File: src/rtl/lsclk_pkg.sv
package lsclk_pkg;

    localparam int DATA_W  = 32;
    localparam int PRESC_W = 5;
    localparam int BUSY_W  = 3;
    localparam int BUSY_LSB = 7;

    localparam logic [15:0] UNLOCK_KEY = 16'h16AA;

    // register offsets (12-bit window; ADDR_W must not exceed 12)
    localparam logic [11:0] OFS_CTRL  = 12'h000;
    localparam logic [11:0] OFS_PRESC = 12'h008;
    localparam logic [11:0] OFS_GATE  = 12'h060;

    typedef enum logic {
        SRC_RC   = 1'b0,
        SRC_XTAL = 1'b1
    } lsclk_src_e;

    typedef struct packed {
        lsclk_src_e           src;
        logic [PRESC_W-1:0]   presc;
        logic                 gate;
    } lsclk_cfg_t;

    localparam lsclk_cfg_t CFG_RESET = '{src: SRC_RC, presc: '0, gate: 1'b0};

    function automatic logic key_ok(input logic [DATA_W-1:0] w);
        return w[DATA_W-1:DATA_W-16] == UNLOCK_KEY;
    endfunction

    function automatic logic [DATA_W-1:0] ctrl_word(input lsclk_src_e s,
                                                     input logic [BUSY_W-1:0] b);
        logic [DATA_W-1:0] w;
        w = '0;
        w[0] = s;
        w[BUSY_LSB +: BUSY_W] = b;
        return w;
    endfunction

endpackage

File: src/rtl/lsclk_regs.sv
module lsclk_regs
    import lsclk_pkg::*;
#(
    parameter int ADDR_W = 8
) (
    input  logic                 clk,
    input  logic                 rst,
    input  logic                 reg_we,
    input  logic [ADDR_W-1:0]    reg_addr,
    input  logic [DATA_W-1:0]    reg_wdata,
    input  logic [BUSY_W-1:0]    busy_in,
    output logic [DATA_W-1:0]    reg_rdata,
    output lsclk_cfg_t           cfg,
    output logic                 cfg_change
);

    logic [11:0] a12;
    logic hit_ctrl, hit_presc, hit_gate;
    logic src_wr, presc_wr, gate_wr;
    lsclk_cfg_t cfg_q;
    logic unused_wbits;

    assign a12 = 12'(reg_addr);
    assign unused_wbits = ^{reg_wdata[15:PRESC_W]};

    always_comb begin
        hit_ctrl  = (a12 == OFS_CTRL);
        hit_presc = (a12 == OFS_PRESC);
        hit_gate  = (a12 == OFS_GATE);
        src_wr    = reg_we && hit_ctrl && key_ok(reg_wdata);
        presc_wr  = reg_we && hit_presc;
        gate_wr   = reg_we && hit_gate;
        cfg_change = (src_wr && (reg_wdata[0] != cfg_q.src)) ||
                     (presc_wr && (reg_wdata[PRESC_W-1:0] != cfg_q.presc));
    end

    always_ff @(posedge clk) begin
        if (rst) begin
            cfg_q <= CFG_RESET;
        end else begin
            if (src_wr)   cfg_q.src   <= lsclk_src_e'(reg_wdata[0]);
            if (presc_wr) cfg_q.presc <= reg_wdata[PRESC_W-1:0];
            if (gate_wr)  cfg_q.gate  <= reg_wdata[0];
        end
    end

    always_comb begin
        reg_rdata = '0;
        if (hit_ctrl)
            reg_rdata = ctrl_word(cfg_q.src, busy_in);
        else if (hit_presc)
            reg_rdata[PRESC_W-1:0] = cfg_q.presc;
        else if (hit_gate)
            reg_rdata[0] = cfg_q.gate;
    end

    assign cfg = cfg_q;

    AST_KEY_GUARD: assert property (@(posedge clk) disable iff (rst)
        (reg_we && (12'(reg_addr) == OFS_CTRL) && (reg_wdata[31:16] != UNLOCK_KEY))
        |=> $stable(cfg_q.src));

    AST_UNMAPPED_WRITE: assert property (@(posedge clk) disable iff (rst)
        (reg_we && (12'(reg_addr) != OFS_CTRL) && (12'(reg_addr) != OFS_PRESC) &&
         (12'(reg_addr) != OFS_GATE))
        |=> $stable(cfg_q));

endmodule

File: src/rtl/lsclk_div_stage.sv
module lsclk_div_stage #(
    parameter int CNT_W = 5
) (
    input  logic             clk,
    input  logic             rst,
    input  logic             clr,
    input  logic             pulse_in,
    input  logic [CNT_W-1:0] limit,
    output logic             pulse_out
);

    logic [CNT_W-1:0] cnt;
    logic at_end;

    assign at_end    = (cnt == limit);
    assign pulse_out = pulse_in && at_end && !clr;

    always_ff @(posedge clk) begin
        if (rst || clr)
            cnt <= '0;
        else if (pulse_in)
            cnt <= at_end ? '0 : cnt + 1'b1;
    end

    AST_CNT_BOUND: assert property (@(posedge clk) disable iff (rst)
        cnt <= limit);

endmodule

File: src/rtl/lsclk_tick_out.sv
module lsclk_tick_out
    import lsclk_pkg::*;
(
    input  logic       clk,
    input  logic       rst,
    input  logic       clr,
    input  lsclk_src_e src,
    input  logic       rc_div_pulse,
    input  logic       xtal_en,
    input  logic       gate,
    output logic       tick,
    output logic       tick_gated
);

    logic sel_pulse;

    always_comb begin
        unique case (src)
            SRC_XTAL: sel_pulse = xtal_en;
            default:  sel_pulse = rc_div_pulse;
        endcase
    end

    always_ff @(posedge clk) begin
        if (rst || clr) begin
            tick       <= 1'b0;
            tick_gated <= 1'b0;
        end else begin
            tick       <= sel_pulse;
            tick_gated <= sel_pulse && gate;
        end
    end

    AST_GATE_SUBSET: assert property (@(posedge clk) disable iff (rst)
        tick_gated |-> tick);

    AST_XTAL_PASS: assert property (@(posedge clk) disable iff (rst)
        (tick && $past(src == SRC_XTAL)) |-> $past(xtal_en));

endmodule

File: src/rtl/lsclk_selector.sv
module lsclk_selector
    import lsclk_pkg::*;
#(
    parameter int ADDR_W  = 8,
    parameter int FIX_DIV = 32
) (
    input  logic              clk,
    input  logic              rst,
    input  logic              reg_we,
    input  logic [ADDR_W-1:0] reg_addr,
    input  logic [31:0]       reg_wdata,
    output logic [31:0]       reg_rdata,
    input  logic [2:0]        busy_in,
    input  logic              rc_tick_en,
    input  logic              xtal_tick_en,
    output logic              src_is_xtal,
    output logic              slow_tick,
    output logic              slow_tick_gated
);

    localparam int FIX_W = (FIX_DIV > 1) ? $clog2(FIX_DIV) : 1;

    lsclk_cfg_t cfg;
    logic cfg_change;
    logic rc_in, rc_fixed, rc_div;

    lsclk_regs #(.ADDR_W(ADDR_W)) u_regs (
        .clk        (clk),
        .rst        (rst),
        .reg_we     (reg_we),
        .reg_addr   (reg_addr),
        .reg_wdata  (reg_wdata),
        .busy_in    (busy_in),
        .reg_rdata  (reg_rdata),
        .cfg        (cfg),
        .cfg_change (cfg_change)
    );

    // RC enables only advance the dividers while the RC path is selected
    assign rc_in = rc_tick_en && (cfg.src == SRC_RC);

    generate
        if (FIX_DIV > 1) begin : g_fixed
            lsclk_div_stage #(.CNT_W(FIX_W)) u_fixed (
                .clk       (clk),
                .rst       (rst),
                .clr       (cfg_change),
                .pulse_in  (rc_in),
                .limit     (FIX_W'(FIX_DIV - 1)),
                .pulse_out (rc_fixed)
            );
        end else begin : g_nofixed
            assign rc_fixed = rc_in && !cfg_change;
        end
    endgenerate

    lsclk_div_stage #(.CNT_W(PRESC_W)) u_presc (
        .clk       (clk),
        .rst       (rst),
        .clr       (cfg_change),
        .pulse_in  (rc_fixed),
        .limit     (cfg.presc),
        .pulse_out (rc_div)
    );

    lsclk_tick_out u_tick (
        .clk          (clk),
        .rst          (rst),
        .clr          (cfg_change),
        .src          (cfg.src),
        .rc_div_pulse (rc_div),
        .xtal_en      (xtal_tick_en),
        .gate         (cfg.gate),
        .tick         (slow_tick),
        .tick_gated   (slow_tick_gated)
    );

    assign src_is_xtal = (cfg.src == SRC_XTAL);

    AST_SWITCH_QUIET: assert property (@(posedge clk) disable iff (rst)
        (src_is_xtal != $past(src_is_xtal)) |-> !slow_tick);

endmodule

File: config.mk
export PLATFORM = sky130hd
export DESIGN_NAME = lsclk_selector
export DESIGN_NICKNAME = d
export VERILOG_FILES = /design/src/rtl/lsclk_pkg.sv /design/src/rtl/lsclk_regs.sv /design/src/rtl/lsclk_div_stage.sv /design/src/rtl/lsclk_tick_out.sv /design/src/rtl/lsclk_selector.sv
export SDC_FILE = /design/constraint.sdc
export NUM_CORES = 1
export LEC_CHECK = 0
export CAP_MARGIN = 20
export CORE_MARGIN = 3
export CORE_UTILIZATION = 35
export DETAILED_ROUTE_END_ITERATION = 16
export PLACE_DENSITY = 0.75
export SYNTH_ARGS = -nofsm -noshare
export SYNTH_HDL_FRONTEND = slang
export SYNTH_SLANG_ARGS = --single-unit
File: constraint.sdc
create_clock -name clk -period 3.75 [get_ports clk]
set_input_delay 1.125 -clock clk [delete_from_list [all_inputs] [get_ports clk]]
set_output_delay 1.125 -clock clk [all_outputs]
set_load 0.1 [all_outputs]
==> flow_metrics.py <==
metrics = {
    "timing": {
        "setup_ws_ns": 0.186,
        "unrepaired_setup_endpoints_after_global_routing": "false",
        "final.min_clock_period_ns": 3.56,
        "finalClockSkew_ns": 0.00173,
        "layout_worst_path_cycle_share": 0.950,
        "final_setup_violating_endpoints": 0,
        "fmax_ghz": 0.281,
        "final_hold_viol_count": 0,
        "timing.final.max_slew_violations": 0,
    },
    "clock_network": {
        "cts_buffers": 3,
        "clock_path_buffers": 2,
        "ctsRootBufferMaster": "clkbuf_8",
        "clock_latency_ns": 0.26,
        "cts_max_level": 1,
        "clock_sink_count": 19,
        "tritoncts_clock_tree": "yes",
        "path_clk_slew_ns": 0.07,
    },
    "detailed_routing": {
        "drtPass1Iterations": 4,
        "postRouteWirelength_um": 3060,
        "drtAntennaViolNets": 0,
        "avgViaCountPerCell": 4.79,
        "wl_per_cell_um": 12.2,
        "drc": 0,
        "routed-via-count": 1202,
        "detailedRoute.firstIterationViolations": 41,
    },
    "place": {
        "place.gp.congestion": 0.708,
        "postPlaceCellArea_um2": 1860,
        "port_buffers": 47,
        "pre_cts_slack_ns": -0.0987,
        "dp.cells": 244,
        "detailedPlacementHpwl_um": 2390,
    },
    "synthesis": {
        "synth_top_family_by_area": "simple AND/OR/NAND/NOR gates",
        "synth.ff_latch_count": 19,
        "synth_xor_area_frac": 0.0792,
        "biggest_area_contributors_in_the_synthesized_netlist": "dfxtp_1 (29%), buf_4 (14%), mux2i_1 (6.0%), xor2_1 (4.6%), nor2_1 (3.4%)",
        "synth_edf_count": 0,
        "ys_flop_type": "dfxtp_1",
        "ys.warnings.count": 0,
        "yosys.area_share.adder": 0.0283,
        "synth-async-reset-ratio": 0,
        "yosysMostFrequentCell": "buf_4",
        "postSynthAreaPerCell_um2": 8.91,
        "simple_gate_portion_of_the_synthesized_area": 0.292,
        "post-synth-top-area-cell": "dfxtp_1",
        "synth_common_cells": "buf_4 (25), dfxtp_1 (19), nor2_1 (12), mux2i_1 (8), xor2_1 (7)",
        "postSynthCellCount": 149,
        "synth_compound_gate_area_share": 0.0924,
        "post_synth_mux_area_share": 0.0603,
        "netlist_area_um2": 1330,
        "seq_area_frac_synth": 0.287,
        "synthDominantCellAreaShare": 0.287,
        "netlist-cell-type-count": 38,
    },
    "pwr": {
        "cellLeakagePower_uw": 0.000903,
        "power.density_nw_per_um2": 265,
        "power.total_uw": 518,
        "worst_ir_drop_vdd_uv": 159,
    },
    "layout": {
        "finished_layout_cell_area_um2": 1950,
        "layout_cell_share_with_drive_strength_beyond_1": 0.161,
        "final_cell_count_without_fillers": 251,
        "n_antenna_cell": 0,
        "syn_to_final_growth_pct": 47.0,
        "final_nets": 257,
        "layout.core_utilization": 0.559,
    },
    "grt": {
        "antenna_found_initial": 0,
        "number_of_global_route_vias_before_repair": 1101,
        "gr-total-overflow": 0,
        "grt_pass1_wl_um": 4860,
        "grt_start_max_net_pins": 13,
        "grtUsageTotal": 0.141,
    },
    "floorplan": {
        "dieHeight_um": 67.6,
        "top_level_pins": 83,
        "placement_rows": 21,
        "die_w_um": 67.6,
        "coreArea_um2": 3490,
        "start_util": 0.380,
        "dieArea_um2": 4570,
    },
    "min_path": {
        "hp-class": "register to register",
    },
    "worst_setup_path": {
        "startpoint_class_of_the_critical_path": "primary input",
        "critPathCaptureType": "output pin",
        "critPathMaxFanout": 3,
        "cpLargestDelayFamily": "buffers and inverters",
        "worst-path-buf-inv": 4,
        "critical_path_class": "primary input to output pin",
        "worstPathArrival_ns": 2.44,
        "critical_path.max_stage_delay_ns": 0.35,
        "critical-path-slowest-cell": "nor4_4",
        "timing.critical_path.cells": "dlygate4sd2_1, nor4_4, buf_4, and2_4, a222oi_1, inv_1, buf_12",
        "worstPathRequired_ns": 2.62,
    },
    "flow_run": {
        "max-cap-violations": 0,
    },
    "outcome": {
        "run_status": "finished clean",
    },
}
## worst paths after layout
path / from / to / slack, ns / cells after the start
min reg2reg: g_fixed.u_fixed.cnt[4] / g_fixed.u_fixed.cnt[4] / 0.47 / 2
max reg2reg: g_fixed.u_fixed.cnt[0] / u_presc.cnt[4] / 1.46 / 8
max: reg_addr[6] / reg_rdata[0] / 0.19 / 7
min: g_fixed.u_fixed.cnt[4] / g_fixed.u_fixed.cnt[4] / 0.47 / 2
## per-stage QoR
stage                     TNS [ns]  hold WS (ns)
after floorplan                  0         0.440
after global placement      -0.334         0.449
after detailed placement    -0.299         0.464
after CTS                        0         0.476
after global routing             0         0.497
final                            0         0.469
## cells by family (layout without fill, tap and decap cells)
| group | Yosys count | count (layout) |
|---|---|---|
| XOR/XNOR | 12 | 12 |
| multiplexers | 8 | 8 |
| AO/OA/AOI/OAI | 18 | 18 |
| adder cells (fa/ha/maj) | 3 | 3 |
| AND/OR/NAND/NOR | 59 | 59 |
| buffers and inverters | 29 | 62 |
| flip-flops | 19 | 19 |
| other | 1 | 24 |
## cell type report
cell class / count / area [µm²]
fillers: 333 / 1540
clock inverters: 1 / 5.00
inverters: 2 / 7.51
clock buffers: 3 / 41.3
well taps: 46 / 57.6
multi-input cells: 124 / 833
repair buffers: 56 / 627
flip-flops and latches: 19 / 380
## routing by layer
metal	vias up	wire (µm)	track usage
li1	609	-	-
met1	545	1290	0.180
met2	42	1510	0.227
met3	6	208	0.0399
met4	0	48	0.0456
met5	-	0	0
## placed cells by master (no fill, tap or decap), types with 3 or more instances in the layout
cell             count
o31ai_1              3
nand4_1              4
dlymetal6s2s_1       7
a21oi_1              6
and3_1               5
buf_12               8
xnor2_1              5
clkbuf_8             3
nand2_1              5
conb_1              24
nor3b_1              3
clkdlybuf4s50_1     28
nor3_1               5
buf_4               12
dfxtp_1             19
and2_1               5
mux2i_1              8
ha_1                 3
nor2_1              12
or4_1                3
xor2_1               7
a211oi_1             3
## where the power goes
group / total (µW) / leakage (µW) / switching [µW] / internal (µW)
Clock: 144 / 0.0000255 / 69.7 / 74.0
Combinational: 169 / 0.000724 / 127 / 42.3
Sequential: 205 / 0.000153 / 2.08 / 203
## registers in the layout (all words and copies together), names as in the netlist
register and cells:
u_regs.cfg 7, g_fixed.u_fixed.cnt 5, u_presc.cnt 5, u_tick.tick 1
u_tick.tick_gated 1
## timing repair
action                     in CTS  in global routing
gates resized for setup         3                  9
setup buffers                   2                  1
pin swaps                       1                  2
setup endpoints to repair       5                  8
hold buffers                    0                  0
## worst register-to-register path: stages (launching register included)
cell and delay [ns]:
dfxtp_1 0.41, ha_1 0.20, and3_1 0.16, ha_1 0.28, inv_1 0.09, nor2_2 0.24
nand4_1 0.14, or4_1 0.42, a211oi_1 0.26
Power figures use the tool's default switching activity.
